===== src/rtl/wiper_pkg.sv =====
package wiper_pkg;
   typedef enum logic [2:0] {
      SRC_HOLD,
      SRC_RECALL,
      SRC_PAR,
      SRC_SER,
      SRC_STEP
   } wsrc_e;
endpackage


===== src/rtl/wiper_load_arb.sv =====
module wiper_load_arb
   import wiper_pkg::*;
(
   input  logic  recall_i,
   input  logic  par_i,
   input  logic  ser_i,
   input  logic  step_i,
   output wsrc_e src_o
);
   // Fixed priority: recall, parallel, serial, step.
   always_comb begin
      if (recall_i)    src_o = SRC_RECALL;
      else if (par_i)  src_o = SRC_PAR;
      else if (ser_i)  src_o = SRC_SER;
      else if (step_i) src_o = SRC_STEP;
      else             src_o = SRC_HOLD;
   end
endmodule


===== src/rtl/wiper_step.sv =====
module wiper_step #(
   parameter int POS_W = 6
) (
   input  logic [POS_W-1:0] pos_i,
   input  logic             up_i,
   input  logic             wrap_i,
   output logic [POS_W-1:0] pos_o
);
   localparam logic [POS_W-1:0] POS_MAX = {POS_W{1'b1}};
   localparam logic [POS_W-1:0] POS_MIN = '0;
   localparam logic [POS_W-1:0] ONE     = POS_W'(1);

   logic at_top, at_bot;
   assign at_top = (pos_i == POS_MAX);
   assign at_bot = (pos_i == POS_MIN);

   // Saturate at the ends unless wrapping is allowed.
   always_comb begin
      if (up_i) begin
         if (at_top && !wrap_i) pos_o = POS_MAX;
         else                   pos_o = pos_i + ONE;
      end else begin
         if (at_bot && !wrap_i) pos_o = POS_MIN;
         else                   pos_o = pos_i - ONE;
      end
   end
endmodule


===== src/rtl/wiper_decode.sv =====
module wiper_decode #(
   parameter int POS_W = 6
) (
   input  logic [POS_W-1:0]        pos_i,
   input  logic                    en_i,
   output logic [(1<<POS_W)-1:0]   sel_o
);
   localparam int TAPS = 1 << POS_W;

   for (genvar t = 0; t < TAPS; t++) begin : g_tap
      assign sel_o[t] = en_i && (pos_i == POS_W'(t));
   end
endmodule


===== src/rtl/wiper_reg.sv =====
module wiper_reg
   import wiper_pkg::*;
#(
   parameter int POS_W            = 6,
   parameter bit WRAP_IN_CASCADE  = 1'b1
) (
   input  logic                   clk,
   input  logic                   rst_n,
   input  logic [POS_W+1:0]       dr0_i,
   input  logic                   par_ld_i,
   input  logic [POS_W+1:0]       par_data_i,
   input  logic                   ser_ld_i,
   input  logic [POS_W+1:0]       ser_data_i,
   input  logic                   step_i,
   input  logic                   step_up_i,
   output logic [POS_W+1:0]       wcr_o,
   output logic [(1<<POS_W)-1:0]  sel_o,
   output logic                   wiper_en_o,
   output logic                   cascade_o
);
   localparam int DATA_W = POS_W + 2;
   localparam int TAPS   = 1 << POS_W;
   localparam int DW_BIT = POS_W;
   localparam int CM_BIT = POS_W + 1;
   localparam logic [POS_W-1:0] POS_MAX = {POS_W{1'b1}};

   if (POS_W < 1 || POS_W > 8) begin : g_bad_width
      $error("wiper_reg: POS_W must lie in 1..8");
   end

   logic [DATA_W-1:0] wcr_q, wcr_d;
   logic              recall_pend_q;
   logic [POS_W-1:0]  pos_step;
   logic              wrap_ok;
   wsrc_e             src;

   if (WRAP_IN_CASCADE) begin : g_wrap
      assign wrap_ok = wcr_q[CM_BIT];
   end else begin : g_sat
      assign wrap_ok = 1'b0;
   end

   wiper_load_arb u_arb (
      .recall_i (recall_pend_q),
      .par_i    (par_ld_i),
      .ser_i    (ser_ld_i),
      .step_i   (step_i),
      .src_o    (src)
   );

   wiper_step #(.POS_W(POS_W)) u_step (
      .pos_i  (wcr_q[POS_W-1:0]),
      .up_i   (step_up_i),
      .wrap_i (wrap_ok),
      .pos_o  (pos_step)
   );

   always_comb begin
      unique case (src)
         SRC_RECALL: wcr_d = dr0_i;
         SRC_PAR:    wcr_d = par_data_i;
         SRC_SER:    wcr_d = ser_data_i;
         SRC_STEP:   wcr_d = {wcr_q[DATA_W-1:POS_W], pos_step};
         default:    wcr_d = wcr_q;
      endcase
   end

   always_ff @(posedge clk or negedge rst_n) begin
      if (!rst_n) begin
         wcr_q         <= '0;
         recall_pend_q <= 1'b1;
      end else begin
         wcr_q         <= wcr_d;
         recall_pend_q <= 1'b0;
      end
   end

   wiper_decode #(.POS_W(POS_W)) u_dec (
      .pos_i (wcr_q[POS_W-1:0]),
      .en_i  (!wcr_q[DW_BIT]),
      .sel_o (sel_o)
   );

   assign wcr_o      = wcr_q;
   assign wiper_en_o = !wcr_q[DW_BIT];
   assign cascade_o  = wcr_q[CM_BIT];

   logic step_only;
   assign step_only = !recall_pend_q && !par_ld_i && !ser_ld_i && step_i;

   AST_RECALL_FIRST: assert property (@(posedge clk) disable iff (!rst_n)
      recall_pend_q |=> (wcr_o == $past(dr0_i)));
   AST_RECALL_WINS: assert property (@(posedge clk) disable iff (!rst_n)
      (recall_pend_q && (par_ld_i || ser_ld_i || step_i)) |=> (wcr_o == $past(dr0_i)));
   AST_PAR_LOAD: assert property (@(posedge clk) disable iff (!rst_n)
      (!recall_pend_q && par_ld_i) |=> (wcr_o == $past(par_data_i)));
   AST_SER_LOAD: assert property (@(posedge clk) disable iff (!rst_n)
      (!recall_pend_q && !par_ld_i && ser_ld_i) |=> (wcr_o == $past(ser_data_i)));
   AST_STEP_CTRL_KEPT: assert property (@(posedge clk) disable iff (!rst_n)
      step_only |=> $stable(wcr_o[DATA_W-1:POS_W]));
   AST_SAT_TOP: assert property (@(posedge clk) disable iff (!rst_n)
      (step_only && step_up_i && !wcr_o[CM_BIT] && wcr_o[POS_W-1:0] == POS_MAX)
      |=> (wcr_o[POS_W-1:0] == POS_MAX));
   AST_SAT_BOT: assert property (@(posedge clk) disable iff (!rst_n)
      (step_only && !step_up_i && !wcr_o[CM_BIT] && wcr_o[POS_W-1:0] == '0)
      |=> (wcr_o[POS_W-1:0] == '0));
   AST_ONE_TAP: assert property (@(posedge clk) disable iff (!rst_n)
      !wcr_o[DW_BIT] |-> ($countones(sel_o) == 1 && sel_o[wcr_o[POS_W-1:0]]));
   AST_FLOAT_OFF: assert property (@(posedge clk) disable iff (!rst_n)
      wcr_o[DW_BIT] |-> (sel_o == '0 && !wiper_en_o));

   localparam int UNUSED_TAPS = TAPS;
endmodule


===== config.mk =====
export PLATFORM = sky130hd
export DESIGN_NAME = wiper_reg
export DESIGN_NICKNAME = d
export VERILOG_FILES = /design/src/rtl/wiper_pkg.sv /design/src/rtl/wiper_load_arb.sv /design/src/rtl/wiper_step.sv /design/src/rtl/wiper_decode.sv /design/src/rtl/wiper_reg.sv
export SDC_FILE = /design/constraint.sdc
export NUM_CORES = 1
export LEC_CHECK = 0
export ABC_AREA = 1
export CAP_MARGIN = 15
export CELL_PAD_IN_SITES_DETAIL_PLACEMENT = 1
export CELL_PAD_IN_SITES_GLOBAL_PLACEMENT = 1
export CORE_AREA = 2 2 85 87
export DETAILED_ROUTE_END_ITERATION = 16
export DIE_AREA = 0 0 87 89
export PLACE_DENSITY_LB_ADDON = 0.1
export SYNTH_ARGS = -nofsm -noshare
export SYNTH_HDL_FRONTEND = slang
export SYNTH_SLANG_ARGS = --single-unit

===== constraint.sdc =====
create_clock -name clk -period 1.8 [get_ports clk]
set_input_delay 0.36 -clock clk [delete_from_list [all_inputs] [get_ports clk]]
set_output_delay 0.36 -clock clk [all_outputs]
set_load 0.01 [all_outputs]

==> results of run 1 <==
[final cells by class]
cell class                      instances  area [um^2]
Multi-Input combinational cell        206         1320
Fill cell                             852         3410
Timing Repair Buffer                  180         1490
Sequential cell                         9          230
Clock buffer                            4         45.0
Tap cell                               80          100
Inverter                               26          123
[cell usage after synthesis, drive strengths merged]
library cell	number
buf	8
nand4	3
nor2	84
a21oi	10
o21ai	7
conb	1
nand3	25
dfrtp	8
dfstp	1
nor3b	1
xor2	1
nand3b	1
ha	5
o221ai	2
inv	26
o21bai	1
nand2	64
or2	1
[per-layer routing]
layer,up-vias,share of wire [%],track usage (%)
li1,1133,-,-
met1,1069,43,24.9
met2,71,50,34.3
met3,14,4.3,1.94
met4,0,1.9,5.11
met5,-,0,0
[power by group]
group,internal [mW],switching (mW),leakage (nW)
Sequential,0.227,0.0275,0.102
Combinational,0.528,0.512,1.61
Clock,0.156,0.0945,0.0228
Total,0.911,0.634,1.74
[per-stage QoR]
step	setup slack, ps	total power, mW	util, %
6_report	-124	1.54	49.3
3_5_place_dp	-277	0.934	41.5
2_1_floorplan	232	0.556	-
3_3_place_gp	-228	0.931	41.5
5_1_grt	-135	1.64	49.3
4_1_cts	-81.9	1.42	45.2
[worst paths after layout]
check | slack (ps) | depth (start not counted) | start | endpoint
worst max-delay path | -120 | 8 | wcr_o[0] | sel_o[32]
worst min-delay path | 460 | 1 | rst_n | wcr_o[7]
worst max register to register | -10 | 13 | wcr_o[0] | wcr_o[3]
worst min register to register | 660 | 2 | wcr_o[7] | wcr_o[7]
max in group asynchronous | 970 | 1 | rst_n | wcr_o[2]
min in group clk | 660 | 2 | wcr_o[7] | wcr_o[7]
[cell usage in the layout (no fill, tap or decap), types with 4 or more instances in the layout]
cell type	instances
nor2_1	49
nand3_2	5
a21oi_1	10
nand3_1	13
o21ai_0	6
inv_1	12
nand2_4	13
inv_2	6
dfrtp_1	5
nand3_4	7
nand2_2	4
buf_2	62
clkdlybuf4s50_1	34
nor2_4	8
inv_4	7
buf_4	56
ha_4	4
buf_12	5
buf_6	14
nand2_1	47
nor2_2	26
[cells by family (layout without fill, tap and decap cells)]
group,count (synthesis),count (layout)
AO/OA/AOI/OAI,20,20
XOR/XNOR,1,1
adder cells (fa/ha/maj),5,5
buffers and inverters,34,210
flip-flops,9,9
other,1,1
AND/OR/NAND/NOR,179,179
[repair_timing]
item | CTS | global route
endpoints found under the setup margin | 64 | 65
pin swaps | 17 | 29
gates cloned | 3 | 1
buffers inserted | 25 | 10
resized for setup | 321 | 59
[state kept, by name (all words and copies together), names as in the netlist]
name,cells
wcr_o,8
recall_pend_q,1
[worst max-delay path, stage by stage (launching register included)]
cell     delay [ps]
dfrtp_1         380
buf_6           130
inv_4            50
buf_4           110
ha_4            180
buf_6           110
nand2_4          70
nor2_1          130
buf_2           160
==> out/qor.yml, run 1 <==
synth:
  synth_top_family_by_area: "simple AND/OR/NAND/NOR gates"
  ys_ff_latch: 9
  synth.yosys.warnings: 0
  netlist_area_mm2: 0.00138
  syn_inst: 249
  synth-simple-area-share_pct: 58.9
  yosysTopAreaCell: "nor2_1"
  synthMuxAreaShare_pct: 0
  synth.distinct_cells: 28
  ys_seq_area_share_pct: 16.4
  syn_nets: 284
  syn_avg_cell_area_um2: 5.54
  synth-compound-area-share_pct: 7.99
  synthAdderAreaFrac_pct: 4.54
  synth_top_area_share_pct: 21.0
  synth_area_leaders: "nor2_1 21%, nand2_1 16%, dfrtp_1 15%, nand3_1 8.7%, inv_1 6.3%"
  synthXorXnorAreaFrac_pct: 0.635
clock_network:
  root_buffer: "clkbuf_8"
  ctsHoldBuffers: 0
  clock_path_buffers: 2
  htree_levels: 1
  clk_pin_slew_ps: 50
  cts_num_sinks: 9
  cts_tree: "built"
  worstSkewPairLatency_ps: 240
  cts-buffers-inserted: 3
setup_path:
  worstPathArrival_ps: 1560
  path_class: "reg -> out"
  crit_path_start_kind: "flop"
  endpoint_kind: "output port"
  crit_path_max_fanout: 5
  required_ps: 1440
cells_and_area:
  stdcell_area_mm2: 0.00331
  antenna_cells: 0
  drive_above_1_share_pct: 54.8
  area_growth_pct: 140
  nNetsFinal: 461
  final_cell_count_no_fill: 505
sta:
  finalHoldViolCount: 0
  skew_ps: 3.41
  finalMaxSlewViolations: 0
  setup_slack_ps: -124
  period_needed_ps: 1920
  rsz0062_at_grt: "true"
  period_share_pct: 107
  fmax_mhz: 520
  tightest_slew_ps: 501
  timing.hold.ws_ps: 459
  finalSetupTns_ps: -1480
  setup_viol: 46
  slew-limit-headroom_pct: 66.5
routing:
  wire_per_inst_um: 15.8
  drt-initial-drc-count: 58
  ant_nets: 0
  via_per_inst: 4.53
  drc: 0
  wl_um: 7980
  vias: 2287
  dr.pass1.iters: 4
die:
  die_h_um: 89
  num_rows: 30
  core-area_mm2: 0.00672
  die-area_mm2: 0.00774
  boundaryPins: 104
  start_util_pct: 20.5
  die_w_um: 87
hold_path:
  hp-class: "in -> async"
power:
  p_per_area_mw_per_mm2: 467
  p_leak_nw: 1.74
  irDropWorstVdd_v: 0.000226
placement:
  dp.cells: 462
  place_area_mm2: 0.00279
  place_congestion: 0.768
  dp_hpwl_um: 5250
  io_buffers: 103
grt:
  grt_pass1_wl_um: 11800
  grt_start_max_net_pins: 17
  antenna_found_initial: 0
  grt_overflow_total: 0
  grt.total_usage_pct: 19.3
  grt_pass1_vias: 2273
run_status:
  status: "complete, but fails checks"
  violations: "negative setup slack"
job:
  drv_cap: 0
No activity file was read; power rests on OpenSTA's default activity.
==> run 2: changes to the inputs <==
--- a/config.mk
+++ b/config.mk
@@ -13,6 +13,8 @@
 export DETAILED_ROUTE_END_ITERATION = 16
 export DIE_AREA = 0 0 87 89
 export PLACE_DENSITY_LB_ADDON = 0.1
+export SETUP_SLACK_MARGIN = 0.05
+export SKIP_CTS_REPAIR_TIMING = 1
 export SYNTH_ARGS = -nofsm -noshare
 export SYNTH_HDL_FRONTEND = slang
 export SYNTH_SLANG_ARGS = --single-unit
==> out/qor.yml, run 2 (synthesized netlist as in run 1, its figures left out) <==
run_status:
  status: "complete, but fails checks"
  violations: "negative setup slack"
sta:
  timing.hold.ws_ps: 463  # +4.24 ps
  period_share_pct: 102  # -4.6 points
  finalMaxSlewViolations: 0  # unchanged
  tightest_slew_ps: 507  # +5.97 ps
  skew_ps: 3.45  # +0.0411 ps
  fmax_mhz: 543  # +4.4%
  setup_viol: 8  # -83%
  setup_slack_ps: -42.1  # +81.9 ps
  period_needed_ps: 1840  # -81.9 ps
  slew-limit-headroom_pct: 66.1  # -0.40 points
  rsz0062_at_grt: "true"
  finalHoldViolCount: 0  # unchanged
cells_and_area:
  regArea_um2: 233  # +1.1%
  largest_reg_flops: 8  # unchanged
  nNetsFinal: 436  # -5.4%
  area_growth_pct: 122
  drive_above_1_share_pct: 49.3  # -5.6 points
  antenna_cells: 0  # unchanged
  final_common_cell: "nor2_1"
  stdcell_area_mm2: 0.00306  # -7.4%
  final_cell_count_no_fill: 480  # -5.0%
  multiInputGateArea_mm2: 0.00128  # -3.2%
  mostFrequentLayoutCells: "50 x nor2_1, 49 x nand2_1, 38 x buf_4, 36 x buf_2, 33 x clkdlybuf4s50_1"
  fill_cells: 857  # +0.59%
placement:
  place_area_mm2: 0.00279  # unchanged
  dp.cells: 462  # unchanged
  place_congestion: 0.768  # unchanged
  dp_hpwl_um: 5250  # unchanged
  io_buffers: 103  # unchanged
grt:
  grt_pass1_wl_um: 10100  # -14%
  antenna_found_initial: 0  # unchanged
  grt.total_usage_pct: 16.3  # -3.0 points
  grt_start_max_net_pins: 17  # unchanged
  grt_pass1_vias: 2047  # -9.9%
  grt_overflow_total: 0  # unchanged
clock_network:
  root_buffer: "clkbuf_8"
  cts-buffers-inserted: 3  # unchanged
  cts_num_sinks: 9  # unchanged
  htree_levels: 1  # unchanged
  clk_pin_slew_ps: 50  # about the same
  worstSkewPairLatency_ps: 240  # about the same
  cts_tree: "built"
  clock_path_buffers: 2  # unchanged
routing:
  drc: 0  # unchanged
  wl_um: 6890  # -14%
  dr.pass1.iters: 4  # unchanged
  vias: 2111  # -7.7%
  drt-initial-drc-count: 48  # -17%
  via_per_inst: 4.40  # -2.9%
  wire_per_inst_um: 14.4  # -9.1%
  ant_nets: 0  # unchanged
setup_path:
  required_ps: 1440  # about the same
  path_class: "reg -> out"
  crit_path_start_kind: "flop"
  crit_path_max_fanout: 4  # -1
  crit_path_cell_trace: "inv_2 -> ha_4 -> nand3_2 -> nor2_1 -> clkbuf_2"
  endpoint_kind: "output port"
  worstPathArrival_ps: 1480  # -80 ps
  r2r_slack_ps: 140  # +150 ps
  critPathMaxStageDelay_ps: 440  # +60 ps
  crit_slowest_cell: "dfrtp_1"
die:
  die_w_um: 87  # unchanged
  num_rows: 30  # unchanged
  die_h_um: 89  # unchanged
  boundaryPins: 104  # unchanged
  core-area_mm2: 0.00672  # unchanged
  start_util_pct: 20.5  # unchanged
  die-area_mm2: 0.00774  # unchanged
power:
  combPwrFrac_pct: 62.6  # -4.7 points
  clkPwrFrac_pct: 18.0  # +1.8 points
  p_int_mw: 0.811  # -11%
  seq_power_share_pct: 19.5  # +3.0 points
  p_leak_nw: 1.62  # -6.8%
  p_per_area_mw_per_mm2: 449  # -3.8%
  irDropWorstVdd_v: 0.000229  # +1.1%
  switching_power_mw: 0.565  # -11%
  switching_share_pct: 41.1  # about the same
hold_path:
  hp-class: "in -> async"
job:
  drv_cap: 0  # unchanged
-- run 2: stage by stage --
stage	power [mW]	util, %	TNS [ps]	setup WS, ps
CTS	1.19	42.2	-27680	-533
finish	1.38	45.6	-153	-42.1
global route	1.47	45.6	-1800	-102
global placement	0.931	41.5	-8990	-228
detailed placement	0.934	41.5	-11170	-277
floorplan	0.556	-	0	232
-- run 2: worst paths after layout --
kind / from / end / depth (start not counted)
worst max-delay path: wcr_o[1] / sel_o[9] / 5
worst min-delay path: rst_n / wcr_o[7] / 1
worst max register to register: wcr_o[1] / wcr_o[2] / 9
worst min register to register: wcr_o[7] / wcr_o[7] / 2
max in group asynchronous: rst_n / wcr_o[2] / 1
min in group clk: wcr_o[7] / wcr_o[7] / 2
-- run 2: critical path, delay by kind of cell, from the launching register on --
kind                       cells  cell delay [ps]
adders and majority gates      1              190
buffers and inverters          2              300
DFF                            1              440
and+or+nand+nor                2              320
-- run 2: routing by layer --
metal  up-vias  part of all wire, %  global-route usage (%)
li1       1082                    -                       -
met3         2                  4.5                    2.12
met2        54                   49                    27.5
met4         0                 0.42                    3.69
met1       973                   46                    22.2
met5         -                    0                       0
-- run 2: final cells by class --
| type | instances | area share, % |
|---|---|---|
| multi-input combinational | 206 | 41.8 |
| inverter | 26 | 3.84 |
| sequential | 9 | 7.59 |
| timing repair buffer | 155 | 42.1 |
| tap | 80 | 3.27 |
| clock buffer | 4 | 1.47 |
-- run 2: power groups by stage --
stage               Clock [mW]  Sequential (mW)  Combinational (mW)
detailed placement           0            0.260               0.674
finish                   0.247            0.268               0.861
global placement             0            0.258               0.673
global route             0.261            0.272               0.937
CTS                      0.256            0.257               0.677
floorplan                    0            0.265               0.291
==> run 3: changes to the inputs <==
--- a/config.mk
+++ b/config.mk
@@ -9,9 +9,9 @@
 export CAP_MARGIN = 15
 export CELL_PAD_IN_SITES_DETAIL_PLACEMENT = 1
 export CELL_PAD_IN_SITES_GLOBAL_PLACEMENT = 1
-export CORE_AREA = 2 2 85 87
+export CORE_AREA = 2 2 89 91
 export DETAILED_ROUTE_END_ITERATION = 16
-export DIE_AREA = 0 0 87 89
+export DIE_AREA = 0 0 91 93
 export PLACE_DENSITY_LB_ADDON = 0.1
 export SETUP_SLACK_MARGIN = 0.05
 export SKIP_CTS_REPAIR_TIMING = 1
==> constraint.sdc (replaced) <==
create_clock -name clk -period 1.51 [get_ports clk]
set_input_delay 0.302 -clock clk [delete_from_list [all_inputs] [get_ports clk]]
set_output_delay 0.302 -clock clk [all_outputs]
set_load 0.01 [all_outputs]
==> out/qor.yml, run 3 (synthesized netlist as in run 1, its figures left out) <==
run_status:
  status: "complete, but fails checks"
  violations: "negative setup slack"
routing:
  wl_um: 7470  # +8.4%
  dr.pass1.iters: 3  # -1
  drc: 0  # unchanged
  vias: 2183  # +3.4%
  via_per_inst: 4.21  # -4.2%
  ant_nets: 0  # unchanged
  wire_per_inst_um: 14.4  # +0.46%
  drt-initial-drc-count: 61  # +27%
power:
  p_int_mw: 1.02  # +26%
  clkPwrFrac_pct: 16.0  # -2.0 points
  irDropWorstVdd_v: 0.000220  # -3.6%
  switching_power_mw: 0.708  # +25%
  seq_power_share_pct: 19.1  # -0.4 points
  p_per_area_mw_per_mm2: 514  # +15%
  switching_share_pct: 41.0  # -0.092 points
  combPwrFrac_pct: 64.9  # +2.3 points
  power_mw: 1.73  # +26%
  p_leak_nw: 1.71  # +5.7%
sta:
  rsz0062_at_grt: "true"
  finalHoldViolCount: 0  # unchanged
  finalSetupTns_ps: -9050  # -8900 ps
  period_needed_ps: 1690
  setup_slack_ps: -184  # -142 ps
  skew_ps: 0.254  # -3.20 ps
  finalMaxSlewViolations: 0  # unchanged
  setup_viol: 70  # +62
  fmax_mhz: 590
  period_share_pct: 112
  timing.hold.ws_ps: 383  # -80.5 ps
setup_path:
  r2r_slack_ps: -110  # -250 ps
  worstPathArrival_ps: 1390  # -90 ps
  critPathMaxStageDelay_ps: 450  # about the same
  path_class: "reg -> out"
  reg2reg_to: "wcr_o[3]"
  required_ps: 1210  # -230 ps
  crit_path_cell_trace: "buf_6 -> ha_4 -> nand3_2 -> nor2_1 -> clkbuf_2"
  endpoint_kind: "output port"
  crit_slowest_cell: "dfrtp_2"
  crit_path_max_fanout: 4  # unchanged
  reg2regPathDepth: 10  # +1
  r2r_start: "wcr_o[2]"
  crit_path_start_kind: "flop"
placement:
  place_area_mm2: 0.00290  # +4.1%
  dp_hpwl_um: 5570  # +6.1%
  dp.cells: 493  # +6.7%
  place_congestion: 0.764  # -0.61%
  io_buffers: 103  # unchanged
  pre_cts_ws_ps: -492  # -215 ps
cells_and_area:
  final_cell_count_no_fill: 518  # +7.9%
  fill_cells: 999  # +17%
  stdcell_area_mm2: 0.00336  # +9.8%
  drive_above_1_share_pct: 58.7  # +9.4 points
  area_growth_pct: 144
  mostFrequentLayoutCells: "49 x buf_4, 45 x nor2_1, 40 x nand2_1, 38 x buf_2, 27 x clkdlybuf4s50_1"
  largest_reg_flops: 8  # unchanged
  antenna_cells: 0  # unchanged
  nNetsFinal: 452  # +3.7%
  utilization_pct: 44.7  # -0.92 points
  final_common_cell: "buf_4"
clock_network:
  htree_levels: 1  # unchanged
  cts_tree: "built"
  clock_path_buffers: 2  # unchanged
  root_buffer: "clkbuf_8"
  cts-buffers-inserted: 3  # unchanged
  cts_num_sinks: 9  # unchanged
  worstSkewPairLatency_ps: 230  # about the same
  clk_pin_slew_ps: 50  # about the same
die:
  start_util_pct: 18.3  # -2.2 points
  die_w_um: 91  # +4.6%
  boundaryPins: 104  # unchanged
  die_h_um: 93  # +4.5%
  num_rows: 32  # +6.7%
  core-area_mm2: 0.00753  # +12%
  die-area_mm2: 0.00846  # +9.3%
grt:
  grt_overflow_total: 0  # unchanged
  grt_pass1_wl_um: 10600  # +4.8%
  grt_start_max_net_pins: 17  # unchanged
  antenna_found_initial: 0  # unchanged
  grt_pass1_vias: 2115  # +3.3%
  grt.total_usage_pct: 15.0  # -1.3 points
hold_path:
  hp-class: "in -> async"
job:
  drv_cap: 0  # unchanged
-- run 3: metal layers --
metal  routed length, um  GRT usage, %
met2                3890          26.5
met4                  23          2.90
met3                 216          2.10
met1                3340          19.6
met5                   0             0
-- run 3: cell type report --
type | count | area (um^2) | share of cell area (%)
Inverter | 26 | 115 | 3.42
Clock buffer | 4 | 45.0 | 1.34
Sequential cell | 9 | 235 | 6.99
Tap cell | 102 | 128 | 3.79
Timing Repair Buffer | 171 | 1450 | 43.2
Multi-Input combinational cell | 206 | 1390 | 41.3
-- run 3: how the worst max path moves through the flow --
stage | from | end | cells past startpoint
after floorplan | wcr_o[4] | sel_o[11] | 4
after global placement | wcr_o[0] | sel_o[58] | 5
after detailed placement | wcr_o[0] | sel_o[42] | 5
after CTS | wcr_o[0] | sel_o[42] | 5
after global routing | wcr_o[1] | sel_o[40] | 6
final | wcr_o[0] | sel_o[5] | 5
-- run 3: critical path, delay by kind of cell (launching register included) --
family                     cells  cell delay [ps]
buffers and inverters          2              270
adders and majority gates      1              180
and+or+nand+nor                2              270
DFF                            1              450
-- run 3: power by group through the flow --
stage          sequential [mW]  clock, mW  combinational (mW)
3_5_place_dp             0.313          0               0.832
2_1_floorplan            0.317          0               0.354
4_1_cts                  0.309      0.288               0.836
3_3_place_gp             0.311          0               0.825
6_report                 0.331      0.277                1.12
5_1_grt                  0.337      0.296                1.21
